### src/rtl/fce_pkg.sv
package fce_pkg;

  typedef enum logic [2:0] {
    ST_IDLE  = 3'd0,
    ST_READY = 3'd1,
    ST_RECV  = 3'd2,
    ST_EXEC  = 3'd3,
    ST_DONE  = 3'd4
  } fce_state_e;

  // host register selects
  localparam logic [2:0] SEL_STS      = 3'd0;
  localparam logic [2:0] SEL_BURST_LO = 3'd1;
  localparam logic [2:0] SEL_BURST_HI = 3'd2;
  localparam logic [2:0] SEL_STSX     = 3'd3;
  localparam logic [2:0] SEL_DATA     = 3'd4;

  // status byte bit positions
  localparam int B_VALID = 7;
  localparam int B_READY = 6;
  localparam int B_GO    = 5;
  localparam int B_AVAIL = 4;
  localparam int B_MORE  = 3;
  localparam int B_SELFT = 2;
  localparam int B_RETRY = 1;

  // extended status
  localparam int         BX_CANCEL = 0;
  localparam logic [1:0] FAMILY    = 2'b01;

  // command header: size field sits in bytes 2..5
  localparam int HDR_BYTES  = 6;
  localparam int SIZE_FIRST = 2;
  localparam int SIZE_LAST  = 5;

  localparam int CANCEL_LEN = 10;

  function automatic logic [7:0] cancel_byte(input logic [3:0] idx, input logic [31:0] code);
    logic [7:0] b;
    case (idx)
      4'd0:    b = 8'h80;
      4'd1:    b = 8'h01;
      4'd5:    b = 8'(CANCEL_LEN);
      4'd6:    b = code[31:24];
      4'd7:    b = code[23:16];
      4'd8:    b = code[15:8];
      4'd9:    b = code[7:0];
      default: b = 8'h00;
    endcase
    return b;
  endfunction

endpackage

### src/rtl/fce_sdp_ram.sv
module fce_sdp_ram #(
  parameter int DW    = 8,
  parameter int DEPTH = 64,
  parameter int AW    = $clog2(DEPTH)
) (
  input  logic          clk,
  input  logic          we,
  input  logic [AW-1:0] waddr,
  input  logic [DW-1:0] wdata,
  input  logic [AW-1:0] raddr,
  output logic [DW-1:0] rdata
);

  logic [DW-1:0] mem [DEPTH];

  always_ff @(posedge clk) begin
    if (we) mem[waddr] <= wdata;
    rdata <= mem[raddr];
  end

endmodule

### src/rtl/fce_len_tracker.sv
module fce_len_tracker #(
  parameter int CW = 7
) (
  input  logic          clk,
  input  logic          rst,
  input  logic          clear,
  input  logic          byte_we,
  input  logic [CW-1:0] byte_idx,
  input  logic [7:0]    byte_val,
  input  logic [CW-1:0] count,
  output logic          expect_more
);
  import fce_pkg::*;

  localparam logic [CW-1:0] HDR_N = CW'(HDR_BYTES);
  localparam logic [CW-1:0] SZ_LO = CW'(SIZE_FIRST);
  localparam logic [CW-1:0] SZ_HI = CW'(SIZE_LAST);

  logic [31:0] size_q;

  always_ff @(posedge clk) begin
    if (rst || clear) begin
      size_q <= '0;
    end else if (byte_we && byte_idx >= SZ_LO && byte_idx <= SZ_HI) begin
      size_q <= {size_q[23:0], byte_val};
    end
  end

  always_comb begin
    expect_more = (count < HDR_N) || ({{(32-CW){1'b0}}, count} < size_q);
  end

endmodule

### src/rtl/fce_status_fmt.sv
module fce_status_fmt #(
  parameter int CMD_DEPTH = 64,
  parameter int CW        = 7,
  parameter int RW        = 7
) (
  input  fce_pkg::fce_state_e state,
  input  logic                expect_more,
  input  logic                data_avail,
  input  logic [CW-1:0]       wcnt,
  input  logic [RW-1:0]       rptr,
  input  logic [RW-1:0]       rlen,
  output logic [7:0]          sts,
  output logic [15:0]         burst
);
  import fce_pkg::*;

  localparam logic [CW-1:0] CMD_MAX = CW'(CMD_DEPTH);

  logic in_rx;
  logic [CW-1:0] room;
  logic [RW-1:0] left;

  always_comb begin
    in_rx = (state == ST_READY) || (state == ST_RECV);
    room  = CMD_MAX - wcnt;
    left  = rlen - rptr;

    sts          = '0;
    sts[B_VALID] = (state != ST_EXEC);
    sts[B_READY] = in_rx;
    sts[B_GO]    = 1'b0;
    sts[B_AVAIL] = data_avail;
    sts[B_MORE]  = in_rx && expect_more;
    sts[B_SELFT] = 1'b1;
    sts[B_RETRY] = 1'b0;

    if (in_rx && expect_more)  burst = 16'(room);
    else if (state == ST_DONE) burst = 16'(left);
    else                       burst = '0;
  end

endmodule

### src/rtl/fce_cmd_engine.sv
module fce_cmd_engine #(
  parameter int          CMD_DEPTH   = 64,
  parameter int          RESP_DEPTH  = 64,
  parameter logic [31:0] CANCEL_CODE = 32'h0000_0909,
  localparam int         CAW         = $clog2(CMD_DEPTH),
  localparam int         CW          = $clog2(CMD_DEPTH + 1),
  localparam int         RAW         = $clog2(RESP_DEPTH),
  localparam int         RW          = $clog2(RESP_DEPTH + 1)
) (
  input  logic           clk,
  input  logic           rst,
  input  logic           wr_en,
  input  logic [2:0]     wr_sel,
  input  logic [7:0]     wr_data,
  input  logic           rd_en,
  input  logic [2:0]     rd_sel,
  output logic [7:0]     rd_data,
  output logic           exec_start,
  output logic           exec_abort,
  input  logic           exec_done,
  input  logic           exec_resp_we,
  input  logic [7:0]     exec_resp_data,
  input  logic [CAW-1:0] cmd_rd_addr,
  output logic [7:0]     cmd_rd_data,
  output logic [CW-1:0]  cmd_len
);
  import fce_pkg::*;

  localparam logic [CW-1:0] CMD_MAX  = CW'(CMD_DEPTH);
  localparam logic [RW-1:0] RESP_MAX = RW'(RESP_DEPTH);
  localparam logic [RW-1:0] CANC_N   = RW'(CANCEL_LEN);

  fce_state_e    state;
  logic [CW-1:0] wcnt;
  logic [RW-1:0] rptr, rptr_nxt, rlen, rwptr;
  logic          cancelled;
  logic          start_q, abort_q;
  logic [7:0]    rd_q;

  logic          in_rx, expect_more, data_avail;
  logic          sts_wr, stsx_wr, data_wr, resp_we, rd_fire;
  logic          do_ready, do_go, do_retry, do_cancel;
  logic [7:0]    sts_byte, resp_q;
  logic [15:0]   burst;

  // request decode
  always_comb begin
    in_rx      = (state == ST_READY) || (state == ST_RECV);
    sts_wr     = wr_en && (wr_sel == SEL_STS);
    stsx_wr    = wr_en && (wr_sel == SEL_STSX);
    data_wr    = wr_en && (wr_sel == SEL_DATA) && in_rx && expect_more && (wcnt < CMD_MAX);
    do_ready   = sts_wr && wr_data[B_READY] && ((state == ST_IDLE) || (state == ST_DONE));
    do_go      = sts_wr && wr_data[B_GO] && (state == ST_RECV) && !expect_more;
    do_retry   = sts_wr && wr_data[B_RETRY] && (state == ST_DONE) && !do_ready;
    do_cancel  = stsx_wr && wr_data[BX_CANCEL] && (state == ST_EXEC);
    data_avail = (state == ST_DONE) && (rptr < rlen);
    rd_fire    = rd_en && (rd_sel == SEL_DATA) && data_avail;
    resp_we    = (state == ST_EXEC) && exec_resp_we && (rwptr < RESP_MAX);

    if (do_ready || do_retry) rptr_nxt = '0;
    else if (rd_fire)         rptr_nxt = rptr + 1'b1;
    else                      rptr_nxt = rptr;
  end

  // phase machine and pointers
  always_ff @(posedge clk) begin
    if (rst) begin
      state     <= ST_IDLE;
      wcnt      <= '0;
      rptr      <= '0;
      rlen      <= '0;
      rwptr     <= '0;
      cancelled <= 1'b0;
      start_q   <= 1'b0;
      abort_q   <= 1'b0;
    end else begin
      start_q <= do_go;
      abort_q <= do_cancel;
      rptr    <= rptr_nxt;
      if (resp_we) rwptr <= rwptr + 1'b1;

      case (state)
        ST_IDLE, ST_DONE: begin
          if (do_ready) begin
            state     <= ST_READY;
            wcnt      <= '0;
            rlen      <= '0;
            rwptr     <= '0;
            cancelled <= 1'b0;
          end
        end
        ST_READY, ST_RECV: begin
          if (data_wr) begin
            wcnt  <= wcnt + 1'b1;
            state <= ST_RECV;
          end
          if (do_go) begin
            state     <= ST_EXEC;
            rwptr     <= '0;
            rlen      <= '0;
            cancelled <= 1'b0;
          end
        end
        ST_EXEC: begin
          if (do_cancel) begin
            state     <= ST_DONE;
            cancelled <= 1'b1;
            rlen      <= CANC_N;
          end else if (exec_done) begin
            state <= ST_DONE;
            rlen  <= rwptr;
          end
        end
        default: state <= ST_IDLE;
      endcase
    end
  end

  // registered host read
  always_ff @(posedge clk) begin
    if (rst) begin
      rd_q <= '0;
    end else if (rd_en) begin
      case (rd_sel)
        SEL_STS:      rd_q <= sts_byte;
        SEL_BURST_LO: rd_q <= burst[7:0];
        SEL_BURST_HI: rd_q <= burst[15:8];
        SEL_STSX:     rd_q <= {4'b0000, FAMILY, 2'b00};
        SEL_DATA: begin
          if (!data_avail)    rd_q <= 8'hFF;
          else if (cancelled) rd_q <= cancel_byte(rptr[3:0], CANCEL_CODE);
          else                rd_q <= resp_q;
        end
        default:      rd_q <= 8'hFF;
      endcase
    end
  end

  fce_len_tracker #(.CW(CW)) i_len (
    .clk         (clk),
    .rst         (rst),
    .clear       (do_ready),
    .byte_we     (data_wr),
    .byte_idx    (wcnt),
    .byte_val    (wr_data),
    .count       (wcnt),
    .expect_more (expect_more)
  );

  fce_status_fmt #(.CMD_DEPTH(CMD_DEPTH), .CW(CW), .RW(RW)) i_fmt (
    .state       (state),
    .expect_more (expect_more),
    .data_avail  (data_avail),
    .wcnt        (wcnt),
    .rptr        (rptr),
    .rlen        (rlen),
    .sts         (sts_byte),
    .burst       (burst)
  );

  fce_sdp_ram #(.DW(8), .DEPTH(CMD_DEPTH), .AW(CAW)) i_cmd_ram (
    .clk   (clk),
    .we    (data_wr),
    .waddr (wcnt[CAW-1:0]),
    .wdata (wr_data),
    .raddr (cmd_rd_addr),
    .rdata (cmd_rd_data)
  );

  // read address looks ahead so the next byte is ready on the next edge
  fce_sdp_ram #(.DW(8), .DEPTH(RESP_DEPTH), .AW(RAW)) i_resp_ram (
    .clk   (clk),
    .we    (resp_we),
    .waddr (rwptr[RAW-1:0]),
    .wdata (exec_resp_data),
    .raddr (rptr_nxt[RAW-1:0]),
    .rdata (resp_q)
  );

  assign rd_data    = rd_q;
  assign exec_start = start_q;
  assign exec_abort = abort_q;
  assign cmd_len    = wcnt;

endmodule

### config.mk
export PLATFORM = sky130hd
export DESIGN_NAME = fce_cmd_engine
export DESIGN_NICKNAME = d
export VERILOG_FILES = /design/src/rtl/fce_pkg.sv /design/src/rtl/fce_sdp_ram.sv /design/src/rtl/fce_len_tracker.sv /design/src/rtl/fce_status_fmt.sv /design/src/rtl/fce_cmd_engine.sv
export SDC_FILE = /design/constraint.sdc
export NUM_CORES = 1
export LEC_CHECK = 0
export CORE_MARGIN = 3
export CORE_UTILIZATION = 60
export CTS_CLUSTER_SIZE = 28
export DETAILED_ROUTE_END_ITERATION = 10
export DONT_BUFFER_PORTS = 1
export GPL_TIMING_DRIVEN = 0
export PLACE_DENSITY = 0.76
export SLEW_MARGIN = 0
export SYNTH_ARGS = -nofsm -noshare
export SYNTH_HDL_FRONTEND = slang
export SYNTH_HIERARCHICAL = 1
export SYNTH_SLANG_ARGS = --single-unit
export TNS_END_PERCENT = 1
### constraint.sdc
create_clock -name clk -period 4.9 [get_ports clk]
set_input_delay 0.98 -clock clk [delete_from_list [all_inputs] [get_ports clk]]
set_output_delay 0.98 -clock clk [all_outputs]
set_load 0.02 [all_outputs]
# After elaboration in Yosys (flattened, before gate mapping)

Memories as Yosys holds them, arrays and structs flattened. A register that Yosys moved wholly into a read port is not among the register bits.
Cells that the tools add are included.

Memories: 2
ROM bits: 0
Memory bits (writable): 1024
Bits of input ports: 34
Word-level logic and storage cells: 124
Output and inout bits: 25
Flip-flop bits (word level): 74
Bits in latches: 0

Memory list:

| name           | depth | bits a word | read ports | clocked after memory_dff | write ports | RTL line          | RTL |
|---|---|---|---|---|---|---|---|
| i_cmd_ram.mem  | 64    | 8           | 1          | 1                        | 1           | fce_sdp_ram.sv:14 | `logic [DW-1:0] mem [DEPTH];` |
| i_resp_ram.mem | 64    | 8           | 1          | 1                        | 1           | fce_sdp_ram.sv:14 |  |

Multipliers: 0
$add $sub $neg: 5
Reductions and logical operators: 45
Shift operators: 0
Mux-type cells: 33
$lt $le $gt $ge: 7
Equality and inequality tests: 21
Bitwise operators: 0
Div/mod/pow operators: 0

Operator list:

| cell                | number |
|---|---|
| $mux 7              | 9 |
| $pmux 8 s5          | 1 |
| $lt 7x32->1         | 1 |
| $pmux 8 s4          | 1 |
| $pmux 7 s2          | 2 |
| $logic_and 1x1->1   | 24 |
| $add 7x1->7 const B | 3 |
| $pmux 7 s3          | 1 |
| $mux 16             | 1 |
| $mux 8              | 2 |
| $eq 3x2->1 const B  | 5 |
| $mux 3              | 5 |
| $lt 7x7->1 const B  | 2 |
| $mux 6              | 2 |
| $eq 3x3->1 const B  | 3 |
| $logic_not 3->1     | 3 |
| $pmux 3 s3          | 1 |
| $eq 4x4->1 const B  | 2 |
| $reduce_and 4->1    | 2 |
| $reduce_or 2->1     | 4 |
| $ge 7x2->1 const B  | 1 |
| $le 7x3->1 const B  | 1 |
| $lt 7x3->1 const B  | 1 |
| $lt 7x7->1          | 1 |
| other kinds (17)    | 33 |

# Logic depth before layout (Yosys ltp)

Depth in word-level cells: 8
Depth in mapped cells: 16
Gate-level depth less buffers: 13

# By module

Netlist, hierarchy kept.

Modules (own cells, without submodules):

| module          | sequential area each (um2) | instances | area each (um2) | cells each |
|---|---|---|---|---|
| fce_sdp_ram     | 15534.9                    | 2         | 20166.8         | 940 |
| fce_cmd_engine  | 840.8                      | 1         | 2493.6          | 307 |
| fce_len_tracker | 640.6                      | 1         | 1446.4          | 147 |
| fce_status_fmt  | 0.0                        | 1         | 614.3           | 85 |

# Worst setup path after synthesis

No wires, ideal clock.

Path type: input to register
Start point: in rd_sel[1]
End point: reg i_resp_ram.rdata[3] (read register of i_resp_ram.mem)
Library setup time: 135 ps
Buffers on the path: 3
Stages: 12
Arrival time: 3723 ps
Slack: 1042 ps
Data required time: 4765 ps
Cell sequence: buf_2 -> nor3b_4 -> nand2_1 -> a211oi_1 -> xnor2_1 -> nor2_1 -> buf_6 -> buf_4 -> mux4_2 -> mux4_2 -> o21ai_1 -> o41ai_1

Cells in the longest elaborated chain, start to end: 5

Ends and longest elaborated chain:

| what                            | RTL line             | RTL |
|---|---|---|
| start, declared                 | fce_cmd_engine.sv:16 | `input logic [2:0] rd_sel,` |
| $eq 3x3->1                      | fce_cmd_engine.sv:57 | `rd_fire = rd_en && (rd_sel == SEL_DATA) && data_avail;` |
| $logic_and 1x1->1 (2 in series) | fce_cmd_engine.sv:57 |  |
| $mux 6                          | fce_cmd_engine.sv:61 | `else if (rd_fire) rptr_nxt = rptr + 1'b1;` |
| $mux 6                          | fce_cmd_engine.sv:60 | `if (do_ready \|\| do_retry) rptr_nxt = '0;` |
| named net rptr_nxt[0]           | fce_cmd_engine.sv:35 | `logic [RW-1:0] rptr, rptr_nxt, rlen, rwptr;` |
| end, declared                   | fce_sdp_ram.sv:11    | `output logic [DW-1:0] rdata` |

The timed path passes the listed nets, and every way through them passes these cells.
A chain may end at the register's enable or synchronous reset.

# Final worst setup path

Start point: reg wcnt[5] (netlist: cmd_len[5])
End point: mem i_cmd_ram.mem[62][1] (enable)

Cells in the longest elaborated chain, start to end: 6
Elaborated cells between the ends (all ways): 8
Classes of those cells: 3 x order compare; 2 x mux; 3 x reduce/logical

Ends and longest elaborated chain:

| what                                             | RTL line              | RTL |
|---|---|---|
| start, declared                                  | fce_cmd_engine.sv:34  | `logic [CW-1:0] wcnt;` |
| start signal, assigned                           | fce_cmd_engine.sv:94  | `wcnt <= wcnt + 1'b1;` |
| $lt 7x32->1 / $lt 7x3->1 (equally long branches) | fce_len_tracker.sv:30 | `expect_more = (count < HDR_N) \|\| ({{(32-CW){1'b0}}, count} < size_q);` |
| $logic_or 1x1->1 (*)                             | fce_len_tracker.sv:30 |  |
| named net expect_more                            | fce_cmd_engine.sv:40  | `logic in_rx, expect_more, data_avail;` |
| $logic_and 1x1->1 (*) (2 in series)              | fce_cmd_engine.sv:51  | `data_wr = wr_en && (wr_sel == SEL_DATA) && in_rx && expect_more && (wcnt < CMD_MAX);` |
| named net data_wr                                | fce_cmd_engine.sv:41  | `logic sts_wr, stsx_wr, data_wr, resp_we, rd_fire;` |
| $mux 1 (*)                                       | fce_sdp_ram.sv:17     | `if (we) mem[waddr] <= wdata;` |
| $mux 1 (implied by the code) (*)                 | fce_sdp_ram.sv:17     |  |
| end, declared                                    | fce_sdp_ram.sv:14     |  |

Mark *: on every way through the listed nets, which the timed path passes. The rest lies on a longest branch.

==> results.yml <==
timing:
  fin_tns_setup_ns: 0
  drv_slew: 0
  finalCriticalPeriod_ns: 4.88
  timing.fmax_mhz: 205
  post-route-period-util_pct: 99.5
  setup_viol: 0
  fin_skew_ns: 0.0315
  tightest_slew_ns: 1.36
  fin_hold_ws_ns: 0.404
  rsz0062_at_grt: "true"
  hold_viol: 0
  slew_headroom_pct: 8.76
power_and_ir_drop:
  leakage_nw: 15.4
  vdd_ir_drop_max_uv: 346
  power_mw: 19.5
  intPower_mw: 15.6
  pwr-share-clk_pct: 43.8
  power_frac_seq_pct: 53.5
  p_comb_share_pct: 2.8
  swShare_pct: 19.8
  p_per_area_nw_per_um2: 391
  p_sw_mw: 3.87
floorplan:
  die-area_sq_um: 78100
  ioPinCount: 59
  rows: 99
  core-area_sq_um: 73600
  floorplan.initialDensity_pct: 61.0
  fp.dieH_microns: 280
  die_w_microns: 280
worst_setup_path:
  crit_path_end: "i_cmd_ram/mem[62][1]"
  r2r_slack_ns: 0.02
  required_ns: 5.17
  path_cells: "ha_1 > a211oi_1 > o32a_1 > a2111o_1 > nand3b_1 > nor4_4 > nor2b_1 > nand3_1 > nor2_1"
  critical-path-slowest-cell: "dfxtp_1"
  crit_path_end_kind: "flop"
  r2r-start: "cmd_len[5]"
  r2r.worst_path.cells: 9
  arrival_ns: 5.15
  timing.rr.end: "i_cmd_ram/mem[62][1]"
  crit_path_start_kind: "flop"
  setup.worst_path.class: "reg -> reg"
  max_stage_delay_ns: 0.97
  worst-path-max-fanout: 16
  cp-startpoint: "cmd_len[5]"
finish:
  layout_common_cells: "edfxtp_1, mux4_2, nor2_1"
  num-nets-final: 2598
  multi_input_area_sq_um: 11400
  ff_latch_area_sq_um: 32600
  areaGrowthSynthToFinish_pct: 11.1
  num_antenna_cells: 0
  final_common_cell: "edfxtp_1"
  drive_above_1_share_pct: 21.2
  fillers: 4639
synthesis:
  yosysUniqueCellTypes: 79
  post_synth_inst_count: 2419
  ys.warnings.count: 6
  mappedNetlistArea_sq_um: 44900
  synth-edff-count: 1024
  synth-main-ff-cell: "edfxtp_1"
  synth_area_per_cell_sq_um: 18.6
  synth-seq-cells: 1114
  yosysSeqAreaShare_pct: 72.5
  async_reset_ff_share_pct: 0
grt:
  grt.total_usage_pct: 27.8
  grt_pass1_wl_microns: 160000
  antenna_found_initial: 3
  overflow: 0
  grt_max_degree: 69
  grt_pass1_vias: 24203
clock_tree:
  h-tree-depth: 3
  cts-buffers-inserted: 107
  clock_latency_ns: 0.67
  cts_tree: "yes"
  numClockSinks: 1114
  clock_path_buffers: 3
  clockRootBuffer: "clkbuf_16"
  clkTransAtPathRegs_ns: 0.06
drt:
  route.detailed.drc: 0
  routed_wl_microns: 107000
  drtIter0Drc: 2959
  via_per_inst: 6.73
  first_pass_iters: 8
  num_vias: 24147
  postRouteAntennaNets: 0
  wl_per_cell_microns: 29.9
placement:
  gp_congestion: 0.942
  hpwl_microns: 68200
  io_buffer_count: 0
flow_run:
  maxCapViolations: 0
worst_hold_path:
  hold_class: "in -> reg"
status:
  status: "finished, final reports clean"
## Yosys cell counts (20+ instances only)
cell type | number | share of area (%)
nor2b_1 | 35 | 0.49
ha_1 | 24 | 0.67
nor3_1 | 20 | 0.22
edfxtp_1 | 1024 | 69
nand3_1 | 37 | 0.41
mux2i_1 | 83 | 1.9
nand2_1 | 98 | 0.82
mux4_2 | 252 | 13
clkbuf_1 | 49 | 0.41
inv_1 | 35 | 0.29
nor2_1 | 224 | 1.9
buf_2 | 23 | 0.26
buf_4 | 41 | 0.69
mux2_2 | 28 | 0.70
dfxtp_1 | 90 | 4.0
o22ai_1 | 23 | 0.32
a21oi_1 | 35 | 0.39
## sequential cells by signal, indices dropped and copies added, names as in the netlist
| name | cells |
|---|---|
| rptr | 7 |
| i_len/size_q | 32 |
| exec_start | 1 |
| i_resp_ram/mem | 512 |
| i_cmd_ram/rdata | 8 |
| i_cmd_ram/mem | 512 |
| rwptr | 7 |
| cmd_len | 7 |
| exec_abort | 1 |
| state | 3 |
| i_resp_ram/rdata | 8 |
| rlen | 7 |
| rd_data | 8 |
| cancelled | 1 |
## area by class of cell
| type | count | share of cell area, % |
|---|---|---|
| clock inverters | 75 | 1.84 |
| multi-input cells | 1141 | 22.8 |
| flip-flops and latches | 1114 | 65.3 |
| clock buffers | 125 | 5.57 |
| inverters | 35 | 0.263 |
| plain buffers | 140 | 1.82 |
| well taps | 959 | 2.41 |
## how the worst min path moves through the flow
| stage | cells after the start | startpoint | endpoint | slack (ns) |
|---|---|---|---|---|
| 2_1_floorplan | 2 | i_len/size_q[25] | i_len/size_q[25] | 0.43 |
| 3_3_place_gp | 2 | i_len/size_q[24] | i_len/size_q[24] | 0.45 |
| 3_5_place_dp | 2 | i_len/size_q[29] | i_len/size_q[29] | 0.45 |
| 4_1_cts | 0 | exec_resp_data[7] | i_resp_ram/mem[49][7] | 0.37 |
| 5_1_grt | 0 | exec_resp_data[7] | i_resp_ram/mem[50][7] | 0.37 |
| 6_report | 0 | exec_resp_data[7] | i_resp_ram/mem[50][7] | 0.40 |
## worst max-delay path: cells and delay by family (launching register included)
kind	cells	cell delay [ns]
DFF	1	0.97
and+or+nand+nor	5	2.49
AOI/OAI and AO/OA	3	0.62
adders and majority gates	1	0.38
## per-layer routing
metal / wire length, microns / vias to the layer above / share of wire [%] / global-route usage, %
met4: 5430 / 4 / 5.1 / 12.4
met2: 52100 / 1465 / 48 / 44.9
met1: 40100 / 12346 / 37 / 38.1
li1: - / 10004 / - / -
met3: 9850 / 328 / 9.2 / 4.70
met5: 28 / - / 0.026 / 0
## kinds of logic (layout without fill, tap and decap cells)
family                   after synthesis  in the layout  share of synthesized area, %
AO/OA/AOI/OAI                        215            215                          3.53
XOR/XNOR                              23             23                         0.449
adder cells (fa/ha/maj)               25             25                         0.714
buffers and inverters                175            375                          2.31
flip-flops                          1114           1114                          72.5
multiplexers                         363            363                          15.2
other                                  2             13                        0.0167
AND/OR/NAND/NOR                      502            502                          5.27
## metrics by stage
step	instance area (sq um)	utilization, %	std cells	worst slack [ns]
after floorplan	44900	-	2430	1.04
after detailed placement	46100	62.7	3389	-0.561
after global placement	46100	62.7	3389	-0.501
after CTS	49800	67.7	3589	0.00275
final	49900	67.8	3589	0.0227
after global routing	49900	67.8	3589	-0.105
## power by group through the flow
stage | clock network (mW) | logic (mW) | registers [mW]
global route | 9.03 | 0.569 | 10.4
floorplan | 0 | 0.383 | 10.6
detailed placement | 0 | 0.525 | 10.6
global placement | 0 | 0.513 | 10.6
CTS | 8.64 | 0.531 | 10.4
finish | 8.54 | 0.538 | 10.4
## repair_timing
item,4_1_cts,5_1_grt
resized for setup,0,16
buffers inserted,0,0
endpoints found under the setup margin,0,93
hold buffers,0,0
endpoints found under the hold margin,0,0
Power figures use the tool's default switching activity.
